===== config.mk =====
export PLATFORM = sky130hd
export DESIGN_NAME = int_alu
export DESIGN_NICKNAME = d
export VERILOG_FILES = /design/src/rtl/int_alu.sv
export SDC_FILE = /design/constraint.sdc
export NUM_CORES = 1
export LEC_CHECK = 0
export CAP_MARGIN = 20
export CORE_ASPECT_RATIO = 1.2
export CORE_MARGIN = 4
export CORE_UTILIZATION = 30
export DETAILED_ROUTE_END_ITERATION = 12
export PLACE_DENSITY = 0.58
export SETUP_SLACK_MARGIN = 0.15
export SYNTH_ARGS = -nofsm -noshare
export SYNTH_HDL_FRONTEND = slang
export SYNTH_SLANG_ARGS = --single-unit

===== constraint.sdc =====
create_clock -name vclk -period 8.7
set_input_delay 1.305 -clock vclk [all_inputs]
set_output_delay 1.305 -clock vclk [all_outputs]
set_load 0.02 [all_outputs]

===== src/rtl/int_alu.sv =====
module int_alu #(
  parameter int WIDTH = 32
) (
  input  logic [2:0]       op_i,
  input  logic [WIDTH-1:0] a_i,
  input  logic [WIDTH-1:0] b_i,
  output logic [WIDTH-1:0] res_o,
  output logic             zero_o,
  output logic             ovf_o,
  output logic             cout_o
);
  localparam int MSB = WIDTH - 1;
  localparam logic [2:0] OP_AND = 3'b000;
  localparam logic [2:0] OP_OR  = 3'b001;
  localparam logic [2:0] OP_ADD = 3'b010;
  localparam logic [2:0] OP_SUB = 3'b110;
  localparam logic [2:0] OP_SLT = 3'b111;

  logic             b_neg;
  logic [WIDTH-1:0] b_eff;
  logic [WIDTH:0]   add_full;
  logic [WIDTH-1:0] sum;
  logic             carry_msb;
  logic             ovf_raw;
  logic             less;

  assign b_neg     = op_i[2];
  assign b_eff     = b_neg ? ~b_i : b_i;
  assign add_full  = {1'b0, a_i} + {1'b0, b_eff} + (WIDTH+1)'(b_neg);
  assign sum       = add_full[MSB:0];
  assign carry_msb = add_full[WIDTH];
  assign ovf_raw   = (a_i[MSB] == b_eff[MSB]) && (sum[MSB] != a_i[MSB]);
  assign less      = sum[MSB] ^ ovf_raw;

  always_comb begin
    res_o  = '0;
    ovf_o  = 1'b0;
    cout_o = 1'b0;
    case (op_i)
      OP_AND: res_o = a_i & b_i;
      OP_OR:  res_o = a_i | b_i;
      OP_ADD, OP_SUB: begin
        res_o  = sum;
        ovf_o  = ovf_raw;
        cout_o = carry_msb;
      end
      OP_SLT: res_o = {{(WIDTH-1){1'b0}}, less};
      default: res_o = '0;
    endcase
  end

  assign zero_o = ~|res_o;

  always_comb begin
    if (op_i == OP_ADD)
      p_add_sum_r3: assert (res_o == a_i + b_i);
    if (op_i == OP_SUB)
      p_sub_eq_r8: assert (zero_o == (a_i == b_i));
    if (op_i == OP_SUB)
      p_sub_carry_r5: assert (cout_o == (a_i >= b_i));
    if (op_i == OP_SLT)
      p_slt_r7: assert (res_o == WIDTH'($signed(a_i) < $signed(b_i)));
    if (op_i == OP_AND || op_i == OP_OR || op_i == OP_SLT)
      p_no_flags_r9: assert (!ovf_o && !cout_o);
    if (op_i == 3'b011 || op_i == 3'b100 || op_i == 3'b101)
      p_unused_r10: assert (zero_o && !ovf_o && !cout_o);
    if (op_i == OP_ADD && (a_i[MSB] != b_i[MSB]))
      p_mixed_sign_r4: assert (!ovf_o);
  end
endmodule


# Word level (Yosys, flattened, before mapping)

Cells that the tools add are included.

Reductions and logical operators: 5
Bitwise operators: 4
Add/subtract/negate cells: 2
Equality and inequality tests: 6
Mux-type cells: 4

Operators by type and width:

| kind                                                 | number |
|---|---|
| one-hot mux 32 bit (4 select lines)                  | 1 |
| adder 32 x 32 -> 33 bit                              | 1 |
| adder 33 x 1 -> 33 bit                               | 1 |
| AND 32 bit                                           | 1 |
| 2-to-1 mux 32 bit                                    | 1 |
| NOT 32 bit                                           | 1 |
| OR 32 bit                                            | 1 |
| OR reduction 32 bit                                  | 1 |
| equality test 3 bit (second input constant)          | 2 |
| equality test 3 x 1 -> 1 bit (second input constant) | 1 |
| equality test 3 x 2 -> 1 bit (second input constant) | 1 |
| logical NOT 3 bit                                    | 1 |
| 2-to-1 mux 1 bit                                     | 2 |
| OR reduction 2 bit                                   | 1 |
| equality test 1 bit                                  | 1 |
| logical AND 1 bit                                    | 1 |
| logical NOT 1 bit                                    | 1 |
| != test 1 bit                                        | 1 |
| bitwise XOR 1 bit                                    | 1 |

Bits of input ports: 67
Register bits: 0

# Longest topological paths before layout

Gate-level depths: netlist (run 1).

Depth in word-level cells: 10
Depth in mapped cells: 15
Gate-level depth less buffers: 13

# Least setup slack after synthesis (run 1)

OpenSTA, ideal clock, no wires.

Path type: in2out
Start: input port op_i[2]
End: output port zero_o
Arrival time: 4.816 ns
Setup slack: 2.579 ns
Required time: 7.395 ns
Buffers on the path: 2
Stages: 14
Path through: buf_6 > clkbuf_1 > xor2_1 > ha_1 > nor2b_4 > o31a_1 > or3_1 > a32o_1 > nor4_1 > o211a_1 > o2111ai_1 > or4b_1 > nor4_2 > and3_1

Elaborated cells on any way between the ends: 16
Classes of those cells: 2 x add/sub; 6 x eq/ne; 2 x mux; 1 x bitwise; 5 x reduce/logical

RTL lines:

| what                                  | RTL line | source |
|---|---|---|
| start, declared                       | 4        | `input logic [2:0] op_i,` |
| 2-to-1 mux 32 bit                     | 28       | `assign b_eff = b_neg ? ~b_i : b_i;` |
| adder 32 x 32 -> 33 bit               | 29       | `assign add_full = {1'b0, a_i} + {1'b0, b_eff} + (WIDTH+1)'(b_neg);` |
| adder 33 x 1 -> 33 bit                | 29       |  |
| one-hot mux 32 bit (4 select lines) * | 39       | `case (op_i)` |
| named net res_o[6]                    | 7        | `output logic [WIDTH-1:0] res_o,` |
| OR reduction 32 bit *                 | 52       | `assign zero_o = ~\|res_o;` |
| logical NOT 1 bit *                   | 52       |  |
| end, declared                         | 8        | `output logic zero_o,` |

Mark *: on every way through the listed nets, which the timed path passes. The rest lies on a longest branch.

# Worst setup path after layout (run 1)

Start: input port b_i[0]
End: output port zero_o

Word-level cells in the longest chain between the ends: 10
Elaborated cells on any way between the ends: 12
Classes of those cells: 2 x add/sub; 1 x eq/ne; 2 x mux; 4 x bitwise; 3 x reduce/logical

Ends and longest elaborated chain:

| what                                  | RTL line | source |
|---|---|---|
| start, declared                       | 6        | `input logic [WIDTH-1:0] b_i,` |
| NOT 32 bit                            | 28       |  |
| 2-to-1 mux 32 bit                     | 28       |  |
| adder 32 x 32 -> 33 bit               | 29       |  |
| adder 33 x 1 -> 33 bit                | 29       |  |
| != test 1 bit                         | 32       | `assign ovf_raw = (a_i[MSB] == b_eff[MSB]) && (sum[MSB] != a_i[MSB]);` |
| logical AND 1 bit                     | 32       |  |
| bitwise XOR 1 bit                     | 33       | `assign less = sum[MSB] ^ ovf_raw;` |
| one-hot mux 32 bit (4 select lines) * | 39       |  |
| OR reduction 32 bit *                 | 52       |  |
| logical NOT 1 bit *                   | 52       |  |

Every way passes the cells marked *; elsewhere a longest branch is shown, timed or not.

==> results of run 1 <==
-- where the power goes --
| group | internal, mW | switching, mW | leakage, nW |
|---|---|---|---|
| Sequential | 0 | 0 | 0 |
| Clock | 0 | 0 | 0 |
| Combinational | 0.177 | 0.229 | 1.62 |
-- worst max-delay path: stages --
cell	delay, ns
clkdlybuf4s50_1	0.53
mux2i_1	0.41
fa_1	0.34
nor2b_4	0.06
o31a_1	0.31
or3_1	0.37
a32o_1	0.27
nor4_1	0.41
o211a_1	0.21
o2111ai_1	0.15
or4b_1	0.58
nor4_2	0.16
and3_1	0.18
clkdlybuf4s50_1	0.60
-- cells in the mapped netlist, types with 3 or more instances --
cell	instances	area, um2
nand2_1	52	195
xor2_1	40	350
a21oi_1	35	175
o21ai_0	35	175
ha_1	34	425
maj3_1	32	320
nor2_1	28	105
clkbuf_1	15	56.3
xnor2_1	13	114
a21o_1	11	82.6
nand4_1	10	62.6
nor3_1	10	50.1
nand3_1	9	45.0
clkbuf_8	7	96.3
inv_1	7	26.3
nor4_1	6	37.5
o31ai_1	6	45.0
a211oi_1	5	37.5
a31oi_1	5	31.3
o21a_1	5	37.5
o21bai_1	5	37.5
or3_1	5	31.3
o2111ai_1	4	35.0
o211ai_1	4	30.0
o22ai_1	4	25.0
a221oi_1	3	26.3
and3_1	3	18.8
nor3b_1	3	22.5
o211a_1	3	30.0
o21ai_1	3	15.0
-- area by class of cell --
| cell class | count | area [um2] | share of cell area |
|---|---|---|---|
| tap | 129 | 161 | 0.0385 |
| timing repair buffer | 106 | 1050 | 0.250 |
| inverter | 7 | 26.3 | 0.00627 |
| multi-input combinational | 417 | 2960 | 0.706 |
-- worst paths after layout --
kind	to	startpoint	cells after the start
setup / recovery	zero_o	b_i[0]	14
hold / removal	res_o[0]	op_i[2]	4
-- placed cells by master, fill, tap and decap left out, drive strengths merged, types with 6 or more instances in the layout --
cell	count
nor3	10
nand3	9
xnor2	13
xor2	40
o31ai	6
nand4	10
maj3	32
a21o	12
a21oi	35
o21ai	38
clkdlybuf4s50	101
ha	34
nor4	7
nand2	52
nor2	28
inv	7
-- kinds of logic (layout without fill, tap and decap cells) --
group	Yosys count	in the layout	synth area share
AO/OA/AOI/OAI	149	149	0.305
XOR/XNOR	53	53	0.145
adder cells (fa/ha/maj)	67	67	0.240
buffers and inverters	37	113	0.0755
multiplexers	1	1	0.00313
AND/OR/NAND/NOR	147	147	0.232
-- metal layers --
metal,vias up,global-route usage
met5,-,0
met4,0,0.0410
met3,17,0.0109
met2,118,0.344
met1,1771,0.230
li1,1858,-
-- metrics by stage --
| step | hold WS (ns) | worst slack, ns | cell area [um2] |
|---|---|---|---|
| 6_report | 3.83 | 1.50 | 4190 |
| 5_1_grt | 3.87 | 1.34 | 4190 |
| 2_1_floorplan | 2.83 | 2.58 | 3200 |
| 3_3_place_gp | 3.82 | 1.55 | 4190 |
| 3_5_place_dp | 3.85 | 1.50 | 4190 |
| 4_1_cts | 3.85 | 1.48 | 4190 |
==> metrics.cfg, run 1 <==
[floorplan]
start_util = 0.305
rows = 41
die-area_mm2 = 0.0124
fp.coreArea_mm2 = 0.0105
die_h_um = 121
ios = 102
die_w_um = 102

[setup_path]
worst-setup-path-type = in -> out
required_ns = 7.39
path_max_fanout = 5
crit_path_end_kind = primary output
start_kind = input pin
arrival_ns = 5.89

[placement]
dpl.hpwl_um = 9780
gp_congestion = 0.929
dpl.cell_count = 659
io_buffers = 102

[timing]
slew_viol_final = 0
tightest_slew_ns = 0.955
max_freq_mhz = 139
tns_ns = 0
fin_crit_sh = 0.828
max-slew-margin-rel = 0.363
rsz0062_at_grt = false
hold_viol_final = 0
fin_crit_ns = 7.20
setup_violations = 0

[yosys]
avgSynthCellArea_um2 = 7.04
syn-num-nets = 556
synth_warnings = 0
seq_area_frac_synth = 0
syn-cell-area_mm2 = 0.00320
synth_cell_types = 68
syn_inst = 454

[min_path]
hp-class = in -> out

[drt]
first_pass_iters = 4
drtIter0Drc = 141
drt_wl_total_um = 12000
wl_met1_um = 5120
top_layer = met4
met2WireLength_um = 6070
drt-wirelength-per-cell_um = 18.2
drc = 0
num_vias = 3764
routed_via_density = 5.71
ant_nets = 0
wl_met3_um = 617

[cells_and_area]
antenna_cells = 0
design.seq.count = 0
fin_util = 0.401
nets = 634
final_cells = 659
seqCellArea_um2 = 0
drive_gt1_frac = 0.0245
nClkBuffers = 0
syn2layout_area_growth_pct = 31.1
fillers = 1138

[global_routing]
track_usage = 0.185
grt_max_degree = 38
grt_antenna_before_repair = 0
grt_pass1_vias = 3762
grt_pass1_wl_um = 18800
grt_overflow_total = 0

[clock_network]
post-cts-setup-buffer-count = 0
cts-resized-gates = 0
cts_hold_buf = 0

[power_and_ir_drop]
finalPower_uw = 406
p_per_area_mw_per_mm2 = 96.9
p_leak_nw = 1.62
ir_drop_uv = 48.0

[flow_run]
cap_viol_max_count = 0

[run_status]
status = finished, final reports clean

Note: power is estimated with default switching activity, not from simulation.
==> run 2, diff against run 1 <==
PLACE_DENSITY = 0.6   (was 0.58)
clock period = 6.6 ns   (was 8.7 ns; I/O delays follow)
==> run 2 against run 1 <==
  * Critical path depth is the same
  * Worst hold slack lost 0.60 ns
  * Power grew 33%
  * Cell area grew 1.3%
  * Sequential share of layout area is the same
  * Utilization grew 0.54 points
  * Critical path type unchanged
  * Largest power group unchanged
  * Highest routed layer unchanged
==> metrics.cfg, run 2 (same netlist as run 1, synthesis figures left out) <==
[power_and_ir_drop]
switching_share = 0.559  ; was 0.563
combinationalPowerShare = 1.000  ; about the same
internal_power_uw = 238  ; was 177 uW
ir_drop_uv = 74.8  ; was 48.0 uV
seq_power_share = 0  ; about the same
power.switching_uw = 301  ; was 229 uW
p_leak_nw = 1.64  ; was 1.62 nW
p_per_area_mw_per_mm2 = 127  ; was 96.9 mW/mm2
finalPower_uw = 539  ; was 406 uW
clockPowerShare = 0  ; about the same

[drt]
drtIter0Drc = 172  ; was 141
first_pass_iters = 5  ; was 4
drc = 0  ; unchanged
drt_wl_total_um = 11900  ; was 12,000 um
routed_via_density = 5.75  ; was 5.71
drt-wirelength-per-cell_um = 17.9  ; was 18.2 um
num_vias = 3812  ; was 3,764
ant_nets = 0  ; unchanged

[placement]
dpl.hpwl_um = 9660  ; was 9780 um
io_buffers = 102  ; unchanged
dpl.cell_count = 663  ; was 659
dpl_cell_area_mm2 = 0.00423  ; was 0.00419 mm2
gp_congestion = 0.953  ; was 0.929

[cells_and_area]
antenna_cells = 0  ; unchanged
fin_util = 0.406  ; was 0.401
seqCellArea_um2 = 0  ; unchanged
drive_gt1_frac = 0.0375  ; was 0.0245
final_cell_mix = clkdlybuf4s50_1, nand2_1, xor2_1  ; unchanged
final_cells = 663  ; was 659
layout_commonest_cell = clkdlybuf4s50_1  ; unchanged
nets = 638  ; was 634
nClkBuffers = 0  ; unchanged
design.seq.count = 0  ; unchanged
syn2layout_area_growth_pct = 32.9  ; was 31.1%
postLayoutCellArea_mm2 = 0.00425  ; was 0.00419 mm2

[floorplan]
die_h_um = 121  ; unchanged
fp.coreArea_mm2 = 0.0105  ; unchanged
start_util = 0.305  ; unchanged
die_w_um = 102  ; unchanged
ios = 102  ; unchanged
die-area_mm2 = 0.0124  ; unchanged
rows = 41  ; unchanged

[timing]
slew_viol_final = 0  ; unchanged
rsz0062_at_grt = false  ; unchanged
setup_violations = 0  ; unchanged
fin_crit_ns = 6.31
fin_crit_sh = 0.957
max-slew-margin-rel = 0.683  ; was 0.363
tightest_slew_ns = 0.471  ; was 0.955 ns
tns_ns = 0  ; unchanged
hold_viol_final = 0  ; unchanged
max_freq_mhz = 158

[min_path]
hold_path_startpoint = a_i[31]  ; was op_i[2]
worstHoldPathCells = 4  ; unchanged
whs_endpoint = ovf_o  ; was res_o[0]
hp-class = in -> out  ; unchanged

[run_status]
status = finished, final reports clean  ; unchanged

[global_routing]
grt_pass1_vias = 3758  ; was 3,762
track_usage = 0.184  ; was 0.185
grt_overflow_total = 0  ; unchanged
grtUsageMet1 = 0.234  ; was 0.230
grt_pass1_wl_um = 18900  ; was 18,800 um
grt_max_degree = 26  ; was 38
globalRouteMet3Util = 0.0173  ; was 0.0109
grt_antenna_before_repair = 0  ; unchanged
busiest_layer = met2  ; unchanged
met2_usage = 0.338  ; was 0.344

[clock_network]
cts_hold_buf = 0  ; unchanged
post-cts-setup-buffer-count = 0  ; unchanged

[setup_path]
required_ns = 5.61  ; was 7.39 ns
start_kind = input pin  ; unchanged
worst-setup-path-type = in -> out  ; unchanged
path_max_fanout = 5  ; unchanged
crit_path_end_kind = primary output  ; unchanged
arrival_ns = 5.32  ; was 5.89 ns

[flow_run]
cap_viol_max_count = 0  ; unchanged

-- run 2: cell types whose count changed in the layout (fill, tap and decap cells not counted), sizes merged --
cell,previous run,this run
buf,5,9
-- run 2: worst max path at each step --
| stage | to | cells past startpoint | slack (ns) | start |
|---|---|---|---|---|
| 2_1_floorplan | zero_o | 14 | 1.11 | op_i[2] |
| 3_3_place_gp | zero_o | 14 | 0.25 | b_i[0] |
| 3_5_place_dp | zero_o | 14 | 0.15 | b_i[0] |
| 4_1_cts | zero_o | 14 | 0.18 | b_i[0] |
| 5_1_grt | zero_o | 14 | 0.16 | b_i[0] |
| 6_report | zero_o | 14 | 0.29 | b_i[0] |
-- run 2: routing by layer --
metal	up-vias	wire, um
li1	1871	-
met1	1754	4910
met2	167	5900
met3	20	864
met4	0	206
met5	-	0
-- run 2: final cells by class --
cell class	instances	area, um2
fill	1109	6220
tap	129	161
timing repair buffer	110	1090
multi-input combinational	417	2970
inverter	7	26.3
-- run 2: power groups by stage --
stage          Combinational, mW  Sequential [mW]  Clock [mW]
2_1_floorplan              0.349                0           0
3_3_place_gp               0.527                0           0
3_5_place_dp               0.530                0           0
4_1_cts                    0.534                0           0
5_1_grt                    0.587                0           0
6_report                   0.539                0           0
-- run 2: through the flow --
stage / hold slack (ns) / setup WS (ns)
6_report: 3.23 / 0.286
3_5_place_dp: 3.25 / 0.145
5_1_grt: 3.26 / 0.157
3_3_place_gp: 3.24 / 0.249
4_1_cts: 3.25 / 0.178
2_1_floorplan: 2.20 / 1.11
-- run 2: worst max-delay path: stages --
cell and delay (ns):
clkdlybuf4s50_1 0.55, mux2i_2 0.36, fa_1 0.32, nor2b_4 0.05, o31a_1 0.29, or3_1 0.35
a32o_1 0.28, nor4_2 0.31, o211a_1 0.20, o2111ai_1 0.12, or4b_1 0.56, nor4_2 0.16
and3_1 0.18, clkdlybuf4s50_1 0.60
-- run 2: what timing repair did --
action	4_1_cts	5_1_grt
endpoints found under the setup margin	1	1
endpoints found under the hold margin	0	0
resized for setup	1	2
pin swaps	0	0
